==> src/rtl/mpr_pkg.sv <==
// Shared types for the multiprocessor-mode receiver.
package mpr_pkg;
    typedef enum logic [1:0] {
        FR_IDLE  = 2'd0,
        FR_START = 2'd1,
        FR_BITS  = 2'd2
    } fr_state_t;
endpackage

==> src/rtl/mpr_sync.sv <==
// Line synchronizer: brings the asynchronous serial input into the clock
// domain through STAGES flip-flops. Assumes the idle line level is 1, so
// every stage resets to 1.
module mpr_sync #(
    parameter int STAGES = 2
) (
    input  logic clk,
    input  logic rst_n,
    input  logic d,
    output logic q
);
    logic [STAGES-1:0] chain;

    // Shift the raw line level through the synchronizer chain.
    generate
        if (STAGES == 1) begin : g_one
            always_ff @(posedge clk) begin
                if (!rst_n) chain <= '1;
                else        chain <= d;
            end
        end else begin : g_many
            always_ff @(posedge clk) begin
                if (!rst_n) chain <= '1;
                else        chain <= {chain[STAGES-2:0], d};
            end
        end
    endgenerate

    assign q = chain[STAGES-1];
endmodule

==> src/rtl/mpr_framer.sv <==
// Frame assembler. It looks for a falling edge on os_tick samples and
// confirms the start bit half a bit later. After that it samples each bit
// at its middle: the data bits, then the marker bit, then the stop bit.
// It pulses done for one cycle with the assembled fields.
// Assumes that os_tick arrives OVERSAMPLE times per bit period. While hold
// is high, no new frame is started.
module mpr_framer
    import mpr_pkg::*;
#(
    parameter int OVERSAMPLE = 16,
    parameter int DATA_BITS  = 8
) (
    input  logic                 clk,
    input  logic                 rst_n,
    input  logic                 tick,
    input  logic                 rx,
    input  logic                 hold,
    output logic                 done,
    output logic [DATA_BITS-1:0] data,
    output logic                 mpb,
    output logic                 stop_ok
);
    localparam int NBITS = DATA_BITS + 2;
    localparam int CW    = $clog2(OVERSAMPLE);
    localparam int IW    = $clog2(NBITS);
    localparam int HALF  = OVERSAMPLE / 2;

    fr_state_t         state;
    logic [CW-1:0]     cnt;
    logic [IW-1:0]     idx;
    logic              prev;
    logic [NBITS-1:0]  sh;

    // Main sequencer: edge search, start confirmation, mid-bit sampling.
    always_ff @(posedge clk) begin
        if (!rst_n) begin
            state <= FR_IDLE;
            cnt   <= '0;
            idx   <= '0;
            prev  <= 1'b1;
            sh    <= '0;
            done  <= 1'b0;
        end else begin
            done <= 1'b0;
            if (tick) begin
                case (state)
                    FR_IDLE: begin
                        prev <= rx;
                        if (prev && !rx && !hold) begin
                            state <= FR_START;
                            cnt   <= '0;
                        end
                    end
                    FR_START: begin
                        if (cnt == CW'(HALF - 1)) begin
                            if (!rx) begin
                                state <= FR_BITS;
                                cnt   <= '0;
                                idx   <= '0;
                            end else begin
                                state <= FR_IDLE;
                                prev  <= rx;
                            end
                        end else begin
                            cnt <= cnt + 1'b1;
                        end
                    end
                    FR_BITS: begin
                        if (cnt == CW'(OVERSAMPLE - 1)) begin
                            cnt <= '0;
                            sh  <= {rx, sh[NBITS-1:1]};
                            if (idx == IW'(NBITS - 1)) begin
                                state <= FR_IDLE;
                                done  <= 1'b1;
                                prev  <= rx;
                            end else begin
                                idx <= idx + 1'b1;
                            end
                        end else begin
                            cnt <= cnt + 1'b1;
                        end
                    end
                    default: state <= FR_IDLE;
                endcase
            end
        end
    end

    assign data    = sh[DATA_BITS-1:0];
    assign mpb     = sh[DATA_BITS];
    assign stop_ok = sh[NBITS-1];

    // a completion pulse lasts exactly one cycle
    p_done_single_r2: assert property (@(posedge clk) disable iff (!rst_n)
        done |=> !done);

    // a frame cannot be in bit sampling without a confirmed start
    p_bits_after_start_r10: assert property (@(posedge clk) disable iff (!rst_n)
        (state == FR_IDLE) |=> (state != FR_BITS));
endmodule

==> src/rtl/mpr_ctrl.sv <==
// Receive register and flag keeper. It applies the ID-wait filter, the
// overrun and framing checks and the error lockout to each completed frame.
// Software clear and arm pulses are applied first. An event from a frame in
// the same cycle takes priority over them.
module mpr_ctrl #(
    parameter int DATA_BITS = 8
) (
    input  logic                 clk,
    input  logic                 rst_n,
    input  logic                 done,
    input  logic [DATA_BITS-1:0] data_in,
    input  logic                 mpb_in,
    input  logic                 stop_ok,
    input  logic                 arm_id_wait,
    input  logic                 clr_full,
    input  logic                 clr_overrun,
    input  logic                 clr_framing,
    output logic [DATA_BITS-1:0] rdr,
    output logic                 rdr_mpb,
    output logic                 id_wait,
    output logic                 full,
    output logic                 overrun,
    output logic                 framing_err
);
    logic locked;
    logic skip;

    assign locked = overrun | framing_err;
    assign skip   = id_wait & ~mpb_in;

    // Update register and flags from software pulses and frame completion.
    always_ff @(posedge clk) begin
        if (!rst_n) begin
            rdr         <= '0;
            rdr_mpb     <= 1'b0;
            id_wait     <= 1'b0;
            full        <= 1'b0;
            overrun     <= 1'b0;
            framing_err <= 1'b0;
        end else begin
            if (arm_id_wait) id_wait     <= 1'b1;
            if (clr_full)    full        <= 1'b0;
            if (clr_overrun) overrun     <= 1'b0;
            if (clr_framing) framing_err <= 1'b0;
            if (done && !locked && !skip) begin
                if (!stop_ok) begin
                    framing_err <= 1'b1;
                end else if (full) begin
                    overrun <= 1'b1;
                end else begin
                    rdr     <= data_in;
                    rdr_mpb <= mpb_in;
                    full    <= 1'b1;
                    if (mpb_in) id_wait <= 1'b0;
                end
            end
        end
    end

    // overrun never coincides with a register update
    p_ovr_keeps_data_r4: assert property (@(posedge clk) disable iff (!rst_n)
        $rose(overrun) |-> $stable(rdr));

    // while locked and uncleared, full cannot rise
    p_lockout_r5: assert property (@(posedge clk) disable iff (!rst_n)
        (locked && !clr_overrun && !clr_framing) |=> !$rose(full));

    // a skipped data frame leaves every flag and the register alone
    p_filter_r7: assert property (@(posedge clk) disable iff (!rst_n)
        (done && id_wait && !mpb_in && !clr_full && !clr_overrun && !clr_framing)
        |=> ($stable(full) && $stable(overrun) && $stable(framing_err)
             && $stable(rdr) && id_wait));

    // an accepted ID frame ends the wait and fills the register
    p_id_accept_r8: assert property (@(posedge clk) disable iff (!rst_n)
        (done && !locked && mpb_in && stop_ok && !full && !arm_id_wait)
        |=> (!id_wait && full && rdr_mpb));

    // a bad stop bit on an unfiltered, unlocked frame flags framing
    p_framing_r6: assert property (@(posedge clk) disable iff (!rst_n)
        (done && !locked && !skip && !stop_ok) |=> framing_err);
endmodule

==> src/rtl/mp_uart_rx.sv <==
// Top of the multiprocessor-mode serial receiver. It connects the line
// synchronizer, the frame assembler and the flag keeper, and derives the
// two interrupt requests. Assumes os_tick is produced by an external
// baud generator at OVERSAMPLE ticks per bit.
module mp_uart_rx #(
    parameter int OVERSAMPLE  = 16,
    parameter int SYNC_STAGES = 2
) (
    input  logic       clk,
    input  logic       rst_n,
    input  logic       os_tick,
    input  logic       rxd,
    input  logic       arm_id_wait,
    input  logic       clr_full,
    input  logic       clr_overrun,
    input  logic       clr_framing,
    output logic [7:0] rx_data,
    output logic       rx_mpb,
    output logic       id_wait,
    output logic       full,
    output logic       overrun,
    output logic       framing_err,
    output logic       rx_level,
    output logic       rx_irq,
    output logic       err_irq
);
    localparam int DATA_BITS = 8;

    logic                 rx_s;
    logic                 fr_done;
    logic [DATA_BITS-1:0] fr_data;
    logic                 fr_mpb;
    logic                 fr_stop_ok;

    mpr_sync #(.STAGES(SYNC_STAGES)) u_sync (
        .clk   (clk),
        .rst_n (rst_n),
        .d     (rxd),
        .q     (rx_s)
    );

    mpr_framer #(.OVERSAMPLE(OVERSAMPLE), .DATA_BITS(DATA_BITS)) u_framer (
        .clk     (clk),
        .rst_n   (rst_n),
        .tick    (os_tick),
        .rx      (rx_s),
        .hold    (overrun | framing_err),
        .done    (fr_done),
        .data    (fr_data),
        .mpb     (fr_mpb),
        .stop_ok (fr_stop_ok)
    );

    mpr_ctrl #(.DATA_BITS(DATA_BITS)) u_ctrl (
        .clk         (clk),
        .rst_n       (rst_n),
        .done        (fr_done),
        .data_in     (fr_data),
        .mpb_in      (fr_mpb),
        .stop_ok     (fr_stop_ok),
        .arm_id_wait (arm_id_wait),
        .clr_full    (clr_full),
        .clr_overrun (clr_overrun),
        .clr_framing (clr_framing),
        .rdr         (rx_data),
        .rdr_mpb     (rx_mpb),
        .id_wait     (id_wait),
        .full        (full),
        .overrun     (overrun),
        .framing_err (framing_err)
    );

    assign rx_level = rx_s;
    assign rx_irq   = full;
    assign err_irq  = overrun | framing_err;

    // the receive request tracks the full flag
    p_rxi_r3: assert property (@(posedge clk) disable iff (!rst_n)
        $rose(full) |-> rx_irq);

    // an error request is raised the cycle framing is flagged
    p_eri_r6: assert property (@(posedge clk) disable iff (!rst_n)
        $rose(framing_err) |-> err_irq);
endmodule

==> config.mk <==
export PLATFORM = sky130hd
export DESIGN_NAME = mp_uart_rx
export DESIGN_NICKNAME = d
export VERILOG_FILES = /design/src/rtl/mpr_pkg.sv /design/src/rtl/mpr_sync.sv /design/src/rtl/mpr_framer.sv /design/src/rtl/mpr_ctrl.sv /design/src/rtl/mp_uart_rx.sv
export SDC_FILE = /design/constraint.sdc
export NUM_CORES = 1
export LEC_CHECK = 0
export BUFFER_PORTS_ARGS = -buffer_cell sky130_fd_sc_hd__buf_2
export CELL_PAD_IN_SITES_DETAIL_PLACEMENT = 0
export CELL_PAD_IN_SITES_GLOBAL_PLACEMENT = 1
export CORE_ASPECT_RATIO = 1.75
export CORE_MARGIN = 4
export CORE_UTILIZATION = 40
export CTS_BUF_LIST = sky130_fd_sc_hd__clkbuf_2 sky130_fd_sc_hd__clkbuf_4 sky130_fd_sc_hd__clkbuf_8
export DETAILED_ROUTE_END_ITERATION = 10
export PLACE_DENSITY = 0.81
export SLEW_MARGIN = 5
export SYNTH_ARGS = -nofsm -noshare
export SYNTH_HDL_FRONTEND = slang
export SYNTH_HIERARCHICAL = 1
export SYNTH_SLANG_ARGS = --single-unit
==> constraint.sdc <==
create_clock -name clk -period 1.65 [get_ports clk]
set_clock_uncertainty 0.2 [all_clocks]
set_input_delay 0.165 -clock clk [delete_from_list [all_inputs] [get_ports clk]]
set_output_delay 0.165 -clock clk [all_outputs]
set_load 0.02 [all_outputs]
### After elaboration in Yosys (flattened, before gate mapping)

Cells that the tools add are included.

* multiplexer cells: 37
* bitwise gates (word level): 4
* reductions and logical operators: 17
* eq/ne operators: 13
* add/sub/neg operators: 2

Operators with widths (number)
* $mux W4: 7
* $mux W1: 21
* $pmux W4 S3: 1
* $reduce_and A6 Y1: 2
* $mux W2: 5
* $add A4 B1 Y4 const B: 2
* $eq A4 B4 Y1 const B: 2
* $ne A2 B1 Y1 const B: 4
* $pmux W4 S2: 1
* $reduce_and A4 Y1: 2
* $ne A2 B2 Y1 const B: 3
* $pmux W2 S3: 1
* $reduce_and A3 Y1: 2
* $reduce_and A5 Y1: 1
* $eq A4 B3 Y1 const B: 1
* $logic_and A1 B1 Y1: 4
* $logic_not A1 Y1: 3
* $ne A3 B3 Y1 const B: 1
* $pmux W1 S3: 1
* $reduce_bool A3 Y1: 1
* $eq A2 B1 Y1 const B: 1
* $eq A2 B2 Y1 const B: 1
* $logic_not A2 Y1: 1
* $not A1 Y1: 2
* 3 further kinds: 3

* word-level logic and storage cells: 86
* output and inout bits: 16
* bits of input ports: 8
* register bits after elaboration: 37

### Depth between registers and ports, before layout

Gate-level depths: netlist (run 1).

* word-level depth: 5
* gate-level depth with buffers: 8
* gate-level depth less buffers: 6

### Modules after synthesis

The synthesis (run 1) kept the hierarchy.

By module, submodules not included
* mpr_framer: times used 1, area an instance 1166.1 µm², cells an instance 139
* mpr_ctrl: times used 1, area an instance 543.0 µm², cells an instance 57
* mpr_sync: times used 1, area an instance 52.6 µm², cells an instance 4
* mp_uart_rx: times used 1, area an instance 13.8 µm², cells an instance 2

### Worst setup path before layout (run 1)

OpenSTA, ideal clock, no wires.

* path type: register to register
* from: register u_ctrl.framing_err
* to: register u_framer.cnt[3]
* data required time: 1.322 ns
* slack: -0.302 ns
* arrival time: 1.624 ns
* cell stages (with the launch flop): 6
* period minus slack after synthesis: 1.952 ns
* path through: dfxtp_1 or2_1 or2b_1 a211o_1 a32oi_1 o41ai_2

* longest elaborated chain between the ends: 5

Ends and longest elaborated chain
* from (decl): RTL line mpr_ctrl.sv:23 `output logic framing_err`
* from (signal assigned): RTL line mpr_ctrl.sv:39 `framing_err <= 1'b0;`
* from (signal assigned): RTL line mpr_ctrl.sv:44 `if (clr_framing) framing_err <= 1'b0;`
* from (signal assigned): RTL line mpr_ctrl.sv:47 `framing_err <= 1'b1;`
* $or A1 B1 Y1
* via err_irq: RTL line mp_uart_rx.sv:25 `output logic err_irq`
* $logic_not A1 Y1: RTL line mpr_framer.sv:49 `if (prev && !rx && !hold) begin`
* $logic_and A1 B1 Y1: RTL line mpr_framer.sv:49
* $ne A2 B1 Y1 (no source line)
* $reduce_and A4 Y1 (no source line)
* to (signal assigned): RTL line mpr_framer.sv:65 `cnt <= cnt + 1'b1;`
* to (signal assigned): RTL line mpr_framer.sv:80 `cnt <= cnt + 1'b1;`
* to (decl): RTL line mpr_framer.sv:29 `logic [CW-1:0] cnt;`

The timed path passes the listed nets, and every way through them passes these cells.
A chain may end at the register's enable or synchronous reset.

### Worst setup path in the final report (run 1)

* from: register u_ctrl.overrun
* to: register u_framer.cnt[3]

* longest elaborated chain between the ends: 5

Ends and longest elaborated chain
* from (decl): RTL line mpr_ctrl.sv:22 `output logic overrun,`
* from (signal assigned): RTL line mpr_ctrl.sv:38 `overrun <= 1'b0;`
* from (signal assigned): RTL line mpr_ctrl.sv:43 `if (clr_overrun) overrun <= 1'b0;`
* from (signal assigned): RTL line mpr_ctrl.sv:49 `overrun <= 1'b1;`
* $or A1 B1 Y1: RTL line mp_uart_rx.sv:47 `.hold (overrun | framing_err),`
* $logic_not A1 Y1: RTL line mpr_framer.sv:49
* $logic_and A1 B1 Y1: RTL line mpr_framer.sv:49
* $ne A2 B1 Y1 (no source line)
* $reduce_and A4 Y1 (no source line)

No other way between the ends.

==> results by group, run 1 <==
STA
  – Fin crit period: between 1.5 and 2 ns
  – Final Setup Violations: 17
  – FMAX: between 0.5 and 0.6 GHz
  – Rel. slew slack: 0.777
  – Crit share post-route: 1.08
  – Setup TNS: -1.27 ns
  – Worst hold slack: 0.00595 ns
  – Hold Fails Final Rpt: 0
  – Setup ws final: -0.124 ns
  – Least-Margin Pin Slew: 0.334 ns
  – RSZ-0062 raised after global routing: yes
  – Slew Viols, Final: 0

Worst setup path
  – CP max-delay cell: dfxtp_2
  – R2R Setup Slk: -0.12 ns
  – Crit-path cells: or2_4 > or2b_4 > a211o_1 > a32oi_2 > o41ai_2
  – CP peak stage delay: 0.32 ns
  – Crit Path Category: flip-flop to flip-flop
  – Worst-path maximum fanout: 3
  – Crit path buffers/inverters: 0
  – R2r startpoint: u_ctrl/overrun$_SDFF_PN0_
  – Top delay family on crit path: compound AO/OA/AOI/OAI gates
  – Crit end category: flip-flop
  – Worst EP required: 1.62 ns
  – Critical path origin: u_ctrl/overrun$_SDFF_PN0_
  – WP data arrival: 1.75 ns
  – Worst setup SP type: flip-flop

Finish
  – Area grow syn2layout: 32.7%
  – Most common cell after layout, fill and taps aside: nand2_1
  – Antenna diode count: 0
  – Layout cell share with drive strength beyond 1: 0.373
  – Most frequent cells in the layout: nand2_1, dfxtp_1, buf_4, buf_2
  – Fill cell count: 405
  – Final nets: 269
  – Final core utilization: 0.557

Yosys
  – Mapped cell area: 1780 sq um
  – Net Count, Synth: roughly 220
  – Asr flop ratio synth: 0
  – Synth Flop Type: dfxtp_1
  – Register area share after synthesis: 0.417
  – Post-synthesis instance total: 202
  – EDFF count, synth: 0
  – Cell variety after synth: 43
  – Syn. warnings: 6
  – Synthesized flop and latch total: 37
  – Mapped Avg Cell Area: 8.79 sq um

Hold path
  – HP Class: primary input to flip-flop
  – Hold_sp: clr_framing

Global routing
  – Global-route wire length before repair: 6730 um
  – GR Overflow Total: 0
  – Global Route Usage Sum: 0.157
  – Initial antenna violation count: 0
  – Vias in the first global route: 1519
  – Largest net degree at the start of global routing: 21

Routing
  – DR WL/cell: between 10 and 15 um
  – Max layer used: met4
  – Vias/cell: 5.22
  – Met1 WL: 1630 um
  – Initial drt markers: 31
  – Routed WL: 4100 um
  – First-pass DRT Iterations: 4
  – Antenna violation net count after detailed routing: 0
  – DR WL met3: 144 um
  – DR WL met2: between 2000 and 2500 um
  – Residual DRC: 0
  – Via count: 1587

Die
  – Core ar.: 4230 sq um
  – Die X: 58.4 um
  – Die height: 96.1 um
  – Floorplan row count: 31
  – Die area: approximately 5600 sq um
  – I/O Pins: 24
  – Initial core utilization: 0.420

Clocking
  – Clock sinks: 37
  – Clock buffer depth: 2
  – Clock Latency Late Sink: 0.29 ns
  – Root Buffer: clkbuf_8
  – TritonCTS clock tree: yes
  – TritonCTS Buffers: 5
  – Clock transition at path regs: 0.07 ns
  – H-tree lvl count: 2

Place
  – Routability congestion estimate: 0.753
  – Post-placement setup slack: -0.152 ns
  – Hpwl dp: between 3000 and 4000 um
  – Port bufs: 23

Run
  – Max-Cap Viols: 0

Pwr
  – Clock share of power: 0.375
  – Psw: 0.408 mW
  – Internal: 1.25 mW
  – Comb pwr share: 0.080
  – Flop pwr share: 0.545
  – Sw frac: 0.246
  – Peak VDD IR: roughly 560 uV
  – Power density cells: between 700 and 800 nW/um^2
  – LEAKAGE: 0.916 nW

Status
  – Violated checks: negative setup slack
  – Status: finished with violations
==> final timing paths <==
kind                                   end  cells after the start
min reg2reg     u_sync/chain[1]$_SDFF_PN1_                      1
min          u_ctrl/framing_err$_SDFF_PN0_                      3
max reg2reg   u_framer/cnt[3]$_SDFFE_PN0P_                      5
max           u_framer/cnt[3]$_SDFFE_PN0P_                      5
==> repair_timing <==
item | in CTS | in global routing
cloned | 1 | 0
endpoints found under the setup margin | 26 | 34
hold endpoints to repair | 3 | 0
gates resized for setup | 19 | 16
setup buffers | 1 | 1
hold buffers | 3 | 0
pin swaps | 4 | 12
==> worst register-to-register path: cells and delay by family (launching register included) <==
family           cells  cell delay, ns
AO/OA/AOI/OAI        3            0.62
AND/OR/NAND/NOR      2            0.52
flip-flops           1            0.32
==> metal layers <==
| metal | GRT usage | vias to the layer above |
|---|---|---|
| met1 | 0.163 | 749 |
| met2 | 0.294 | 26 |
| met5 | 0 | - |
| met4 | 0.0696 | 0 |
| li1 | - | 806 |
| met3 | 0.0309 | 6 |
==> logic make-up after synthesis <==
| group | synth area share |
|---|---|
| compound gates | 0.147 |
| fa+ha+maj | 0.0493 |
| buf+inv | 0.0550 |
| flops | 0.417 |
| mux | 0.0677 |
| simple gates | 0.264 |
==> cell type report <==
type                       count  area, sq um  share of cell area
inverter                       7         28.8              0.0122
timing repair buffer          56          388               0.165
sequential                    37          756               0.321
clock buffer                   5         68.8              0.0292
tap                           49         61.3              0.0260
clock inverter                 3         17.5             0.00743
multi-input combinational    147         1040               0.440
==> stage by stage <==
step	area [sq um]	cells	power [mW]
floorplan	1790	202	0.989
global placement	2110	290	1.03
detailed placement	2110	290	1.04
CTS	2290	303	1.68
global route	2360	304	1.73
finish	2360	304	1.66
==> cell usage after synthesis (all sizes together) (3+ instances only) <==
cell type,n,area (sq um)
a21oi,12,60.1
nand2b,4,25.0
dfxtp,37,741
nor2,6,22.5
buf,6,52.6
ha,7,87.6
clkbuf,5,18.8
and3,3,20.0
nand3b,3,22.5
nor2b,5,31.3
mux2i,12,120
o211ai,3,22.5
nand4,4,25.0
nand2,47,176
inv,7,26.3
o21ai,6,30.0
and2,4,25.0
nand3,7,35.0
==> state kept, by name, indices dropped and copies added, names as in the netlist <==
name                cells
u_ctrl/framing_err      1
u_framer/done           1
u_ctrl/overrun          1
u_framer/sh            10
u_sync/chain            2
u_framer/prev           1
u_framer/idx            4
u_ctrl/full             1
u_framer/state          2
u_ctrl/rdr_mpb          1
u_ctrl/rdr              8
u_ctrl/id_wait          1
u_framer/cnt            4
==> power by group through the flow <==
stage	logic (mW)	registers (mW)	clock network [mW]
floorplan	0.0603	0.928	0
global placement	0.109	0.925	0
detailed placement	0.110	0.926	0
CTS	0.125	0.905	0.649
global route	0.143	0.904	0.683
finish	0.133	0.903	0.622
(Power assumes the default switching activity.)
==> inputs of run 2 (changes only) <==
ABC_AREA = 1   (was unset)
CORE_UTILIZATION = 39   (was 40)
PLACE_DENSITY = 0.82   (was 0.81)
REMOVE_ABC_BUFFERS = 1   (was unset)
TNS_END_PERCENT = 5   (was unset)
==> results by group, run 2 <==
Yosys
  – Mapped Avg Cell Area: 7.35 sq um
  – Register area share after synthesis: 0.402
  – EDFF count, synth: 0
  – Most common cell in the netlist: nor2_1
  – Post-synthesis instance total: 251
  – Syn. warnings: 6
  – Area share of the largest cell type after synthesis: 0.402
  – Synth Flop Type: dfxtp_1
  – Mapped cell area: 1840 sq um
  – Dominant cells by area after synthesis: dfxtp_1, nor2_1, nand2_1, inv_1, ha_1
  – Area leader, netlist: dfxtp_1
  – Cell variety after synth: 28
  – Synthesized flop and latch total: 37
  – Asr flop ratio synth: 0
  – Post-synth top cells: nor2_1, dfxtp_1, nand2_1, inv_1, o21ai_0

Die
  – Initial core utilization: 0.411
  – Die area: 5940 sq um
  – Floorplan row count: 32
  – Die height: about 100 um
  – Core ar.: 4480 sq um
  – Die X: about 60 um
  – I/O Pins: 24

STA
  – Slew Viols, Final: 0
  – Final Setup Violations: 0
  – Setup ws final: 0.0657 ns
  – RSZ-0062 raised after global routing: yes
  – Crit share post-route: 0.960
  – Least-Margin Pin Slew: 0.355 ns
  – Rel. slew slack: 0.763
  – Fin crit period: approximately 1.6 ns
  – FMAX: about 0.63 GHz
  – Hold Fails Final Rpt: 0

Pwr
  – LEAKAGE: about 1.0 nW
  – Pwr Total: between 2 and 2.5 mW
  – Comb pwr share: 0.195
  – Internal: 1.47 mW
  – Sw frac: 0.280
  – Flop pwr share: 0.465
  – Peak VDD IR: 738 uV
  – Clock share of power: 0.340
  – Power density cells: 870 nW/um^2
  – Psw: 0.569 mW

Finish
  – Final nets: 310
  – Layout cell share with drive strength beyond 1: 0.331
  – Area grow syn2layout: 26.9%
  – Seq. cell area: approximately 750 sq um
  – Antenna diode count: 0
  – Post-route insts no fill: roughly 350
  – Largest register FFs: 10
  – Most frequent cells in the layout: nor2_1, nand2_1, dfxtp_1, inv_1, buf_2
  – Fill cell count: 467
  – Multi-input logic area: 1010 sq um
  – Top Registers: u_framer/sh (10), u_ctrl/rdr (8)
  – Top reg by flops: u_framer/sh
  – Most common cell after layout, fill and taps aside: nor2_1

Clocking
  – TritonCTS clock tree: yes
  – Clock buffer depth: 2
  – Clock Latency Late Sink: 0.28 ns
  – Clock sinks: 37
  – Clock transition at path regs: 0.07 ns
  – H-tree lvl count: 2
  – TritonCTS Buffers: 5
  – Root Buffer: clkbuf_8

Run
  – Max-Cap Viols: 0

Status
  – Status: finished, final reports clean

Place
  – Routability congestion estimate: 0.794
  – Port bufs: 23
  – Dpl cells: 331
  – Post-placement setup slack: -0.0240 ns
  – Hpwl dp: 3020 um

Worst setup path
  – Crit Path Category: flip-flop to flip-flop
  – Crit end category: flip-flop
  – Worst-path maximum fanout: 5
  – WP data arrival: 1.56 ns
  – Critical path origin: u_framer/state[1]$_SDFFE_PN0P_
  – Worst EP required: 1.63 ns
  – R2r startpoint: u_framer/state[1]$_SDFFE_PN0P_
  – Worst setup SP type: flip-flop

Routing
  – Antenna violation net count after detailed routing: 0
  – Initial drt markers: 32
  – Vias/cell: ~4.8
  – Residual DRC: 0
  – Via count: 1655
  – First-pass DRT Iterations: 4
  – Routed WL: 3980 um
  – DR WL/cell: 11.5 um

Global routing
  – Global-route wire length before repair: roughly 7000 um
  – Largest net degree at the start of global routing: 21
  – GR Overflow Total: 0
  – Global Route Usage Sum: 0.152
  – Vias in the first global route: around 1700
  – Initial antenna violation count: 0

Hold path
  – HP Class: primary input to flip-flop
  – Hold_sp: rst_n
==> run 2: cell count changes after synthesis, sizes merged, moves of 4 or more <==
cell and delta:
o21ai +13, inv +28, and2 -4, nand2b -4, nand2 -5, clkbuf -4
nor2 +50, nand3 +8, nor2b -5, mux2i -12, nand4 +9
==> run 2: kinds of logic (layout without fill, tap and decap cells) <==
kind of cell             after synthesis  count (layout)  share of synthesized area
AND/OR/NAND/NOR                      129             129                      0.345
buffers and inverters                 42              87                     0.0970
flip-flops                            37              37                      0.402
AO/OA/AOI/OAI                         34              34                     0.0997
adder cells (fa/ha/maj)                7               7                     0.0475
XOR/XNOR                               2               2                    0.00950
==> run 2: path summary, 6_finish.rpt <==
kind | slack (ns) | depth (start not counted) | end
hold / removal | 0.04 | 2 | u_sync/chain[0]$_SDFF_PN1_
hold reg to reg | 0.21 | 2 | u_sync/chain[1]$_SDFF_PN1_
setup / recovery | 0.07 | 8 | u_framer/idx[0]$_SDFFE_PN0P_
setup reg to reg | 0.07 | 8 | u_framer/idx[0]$_SDFFE_PN0P_
==> run 2: layout make-up <==
type                       instances  area share
sequential                        37       0.320
clock buffer                       7      0.0412
clock inverter                     1     0.00214
timing repair buffer              43       0.119
tap                               51      0.0273
inverter                          36      0.0599
multi-input combinational        172       0.431
==> run 2: through the flow <==
stage          instance area, sq um  setup TNS [ns]  hold WS [ns]  utilization
2_1_floorplan                  1810               0        0.0337            -
3_3_place_gp                   2070               0         0.138        0.463
3_5_place_dp                   2070         -0.0629         0.140        0.463
4_1_cts                        2230               0        0.0271        0.497
5_1_grt                        2340         -0.0219        0.0363        0.522
6_report                       2340               0        0.0365        0.522
==> run 2: critical path: stages, from the launching register on <==
cell and delay [ns]:
dfxtp_4 0.37, inv_2 0.05, ha_4 0.17, nand2_1 0.08
inv_2 0.05, nor2_4 0.12, nand3_4 0.11, o21ai_0 0.25
a21oi_2 0.08
==> run 2: what timing repair did <==
item                                    4_1_cts  5_1_grt
hold buffers                                  5        0
buffers inserted                              0        3
endpoints found under the setup margin        4       11
resized for setup                             2       23
hold endpoints to repair                      5        0
pin swaps                                     0       11
==> run 2: metal layers <==
| metal | GRT usage | vias to the layer above | wire [um] |
|---|---|---|---|
| li1 | - | 882 | - |
| met4 | 0.0751 | 0 | 130 |
| met5 | 0 | - | 0 |
| met1 | 0.152 | 744 | 1530 |
| met3 | 0.0328 | 10 | 97 |
| met2 | 0.278 | 19 | 2230 |
==> run 2: power groups by stage <==
stage	logic [mW]	clock network [mW]	registers [mW]
2_1_floorplan	0.217	0	0.958
3_3_place_gp	0.330	0	0.957
3_5_place_dp	0.329	0	0.959
4_1_cts	0.343	0.719	0.938
5_1_grt	0.445	0.752	0.949
6_report	0.397	0.692	0.947
==> inputs of run 3 (changes only) <==
BUFFER_PORTS_ARGS = unset   (was -buffer_cell sky130_fd_sc_hd__buf_2)
CORE_UTILIZATION = 40   (was 39)
DONT_BUFFER_PORTS = 1   (was unset)
PLACE_DENSITY = 0.77   (was 0.82)
==> results by group, run 3 (synthesis results as in run 2) <==
Status
  – Status: finished with violations
  – Violated checks: negative hold slack

Finish
  – Area grow syn2layout: 22.9%
  – Most frequent cells in the layout: nor2_1, nand2_1, dfxtp_1, inv_1, o21ai_0
  – Top reg by flops: u_framer/sh
  – Top Registers: u_framer/sh (10), u_ctrl/rdr (8)
  – Largest register FFs: 10
  – Antenna diode count: 0
  – Layout cell share with drive strength beyond 1: 0.240
  – Final core utilization: 0.510
  – Final nets: 289
  – Most common cell after layout, fill and taps aside: nor2_1
  – Post-route cell area: 2270 sq um

STA
  – Setup TNS: 0 ns
  – Final Setup Violations: 0
  – Hold Fails Final Rpt: 25
  – Crit share post-route: 0.947
  – Rel. slew slack: 0.787
  – Fin crit period: 1.56 ns
  – Slew Viols, Final: 0
  – Worst hold slack: -0.238 ns
  – FMAX: 0.640 GHz
  – Least-Margin Pin Slew: about 0.32 ns
  – Setup ws final: 0.0872 ns

Place
  – Port bufs: 0
  – Routability congestion estimate: about 0.74
  – Post-placement setup slack: -0.0251 ns
  – Hpwl dp: 2900 um
  – Placed inst area: around 2000 sq um

Clocking
  – Clock transition at path regs: 0.07 ns
  – Clock Latency Late Sink: approximately 0.29 ns
  – Post-CTS Setup Repair Bufs: 0
  – Clock sinks: 37
  – Clock buffer depth: 2
  – TritonCTS clock tree: yes
  – H-tree lvl count: 2
  – Root Buffer: clkbuf_8
  – Hold-fix buffers at CTS: 9
  – TritonCTS Buffers: 5

Pwr
  – Power density cells: ~930 nW/um^2
  – LEAKAGE: 0.922 nW
  – Comb pwr share: 0.161
  – Psw: roughly 0.55 mW
  – Peak VDD IR: 577 uV
  – Flop pwr share: 0.448
  – Sw frac: 0.260
  – Clock share of power: 0.391
  – Internal: ~1.6 mW

Die
  – Floorplan row count: 32
  – Core ar.: 4440 sq um
  – Die height: 97.8 um
  – I/O Pins: 24
  – Die X: 59.3 um
  – Initial core utilization: 0.415
  – Die area: 5800 sq um

Worst setup path
  – CP max-delay cell: dfxtp_1
  – Crit Path Category: flip-flop to flip-flop
  – Crit end category: flip-flop
  – Worst setup SP type: flip-flop
  – CP peak stage delay: 0.39 ns
  – WP data arrival: 1.58 ns
  – Crit-path cells: ha_4 > nand3_4 > nand2_2 > nand3_2 > nor2_4 > nand2_1 > a21oi_1
  – Worst EP required: around 1.7 ns
  – Worst-path maximum fanout: 5

Routing
  – Routed WL: 4010 um
  – Antenna violation net count after detailed routing: 0
  – Initial drt markers: 28
  – DR WL/cell: ~12 um
  – Residual DRC: 0
  – Vias/cell: 4.86
  – First-pass DRT Iterations: 4
  – Via count: 1584

Global routing
  – Largest net degree at the start of global routing: 30
  – Global-route wire length before repair: ~7000 um
  – Global Route Usage Sum: 0.155
  – GR Overflow Total: 0
  – Initial antenna violation count: 0
  – Vias in the first global route: approximately 1600

Run
  – Max-Cap Viols: 0

Hold path
  – HP Class: primary input to flip-flop
-- run 3: changes by cell type in the layout (fill, tap and decap cells not counted), moves of 2 or more --
cell,previous run,this run
o21ai_1,0,3
buf_2,23,0
nand2_2,9,5
dlygate4sd3_1,5,9
buf_4,15,13
a21oi_2,3,0
o21ai_0,17,14
a21oi_1,11,13
nor2_2,12,10
nand2_1,33,37
-- run 3: power groups by stage --
stage | clock network, mW | registers (mW) | logic, mW
after global routing | 0.908 | 0.951 | 0.386
after CTS | 0.862 | 0.939 | 0.316
after global placement | 0 | 0.958 | 0.289
after floorplan | 0 | 0.958 | 0.217
after detailed placement | 0 | 0.959 | 0.290
final | 0.827 | 0.949 | 0.341
-- run 3: layout make-up --
type,count,area [sq um]
Fill cell,438,2180
Multi-Input combinational cell,172,1010
Sequential cell,37,747
Timing Repair Buffer,22,188
Inverter,36,140
Clock buffer,7,90.1
Tap cell,51,63.8
Clock inverter,1,30.0
-- run 3: final timing paths --
| kind | slack (ns) | end | depth (start not counted) | from |
|---|---|---|---|---|
| setup reg to reg | 0.09 | u_framer/idx[0]$_SDFFE_PN0P_ | 7 | u_framer/cnt[0]$_SDFFE_PN0P_ |
| setup / recovery | 0.09 | u_framer/idx[0]$_SDFFE_PN0P_ | 7 | u_framer/cnt[0]$_SDFFE_PN0P_ |
| hold / removal | -0.24 | u_framer/prev$_SDFFE_PN1P_ | 1 | rst_n |
| hold reg to reg | 0.27 | u_framer/prev$_SDFFE_PN1P_ | 2 | u_framer/prev$_SDFFE_PN1P_ |
-- run 3: routing by layer --
| metal | GRT usage | part of all wire | up-vias |
|---|---|---|---|
| li1 | - | - | 848 |
| met1 | 0.171 | 0.39 | 705 |
| met2 | 0.270 | 0.56 | 26 |
| met5 | 0 | 0 | - |
| met3 | 0.0410 | 0.036 | 5 |
| met4 | 0.0628 | 0.015 | 0 |
-- run 3: through the flow --
step,instances,power [mW]
floorplan,245,1.18
global placement,309,1.25
detailed placement,309,1.25
CTS,326,2.12
global route,326,2.25
finish,326,2.12
-- run 3: worst max-delay path, delay by kind of cell, from the launching register on --
| family | cells | cell delay (ns) |
|---|---|---|
| and+or+nand+nor | 5 | 0.59 |
| DFF | 1 | 0.39 |
| adders and majority gates | 1 | 0.19 |
| AOI/OAI and AO/OA | 1 | 0.13 |
-- run 3: what timing repair did --
action	4_1_cts	5_1_grt
endpoints found under the hold margin	37	25
pin swaps	0	4
resized for setup	4	19
setup endpoints to repair	4	16
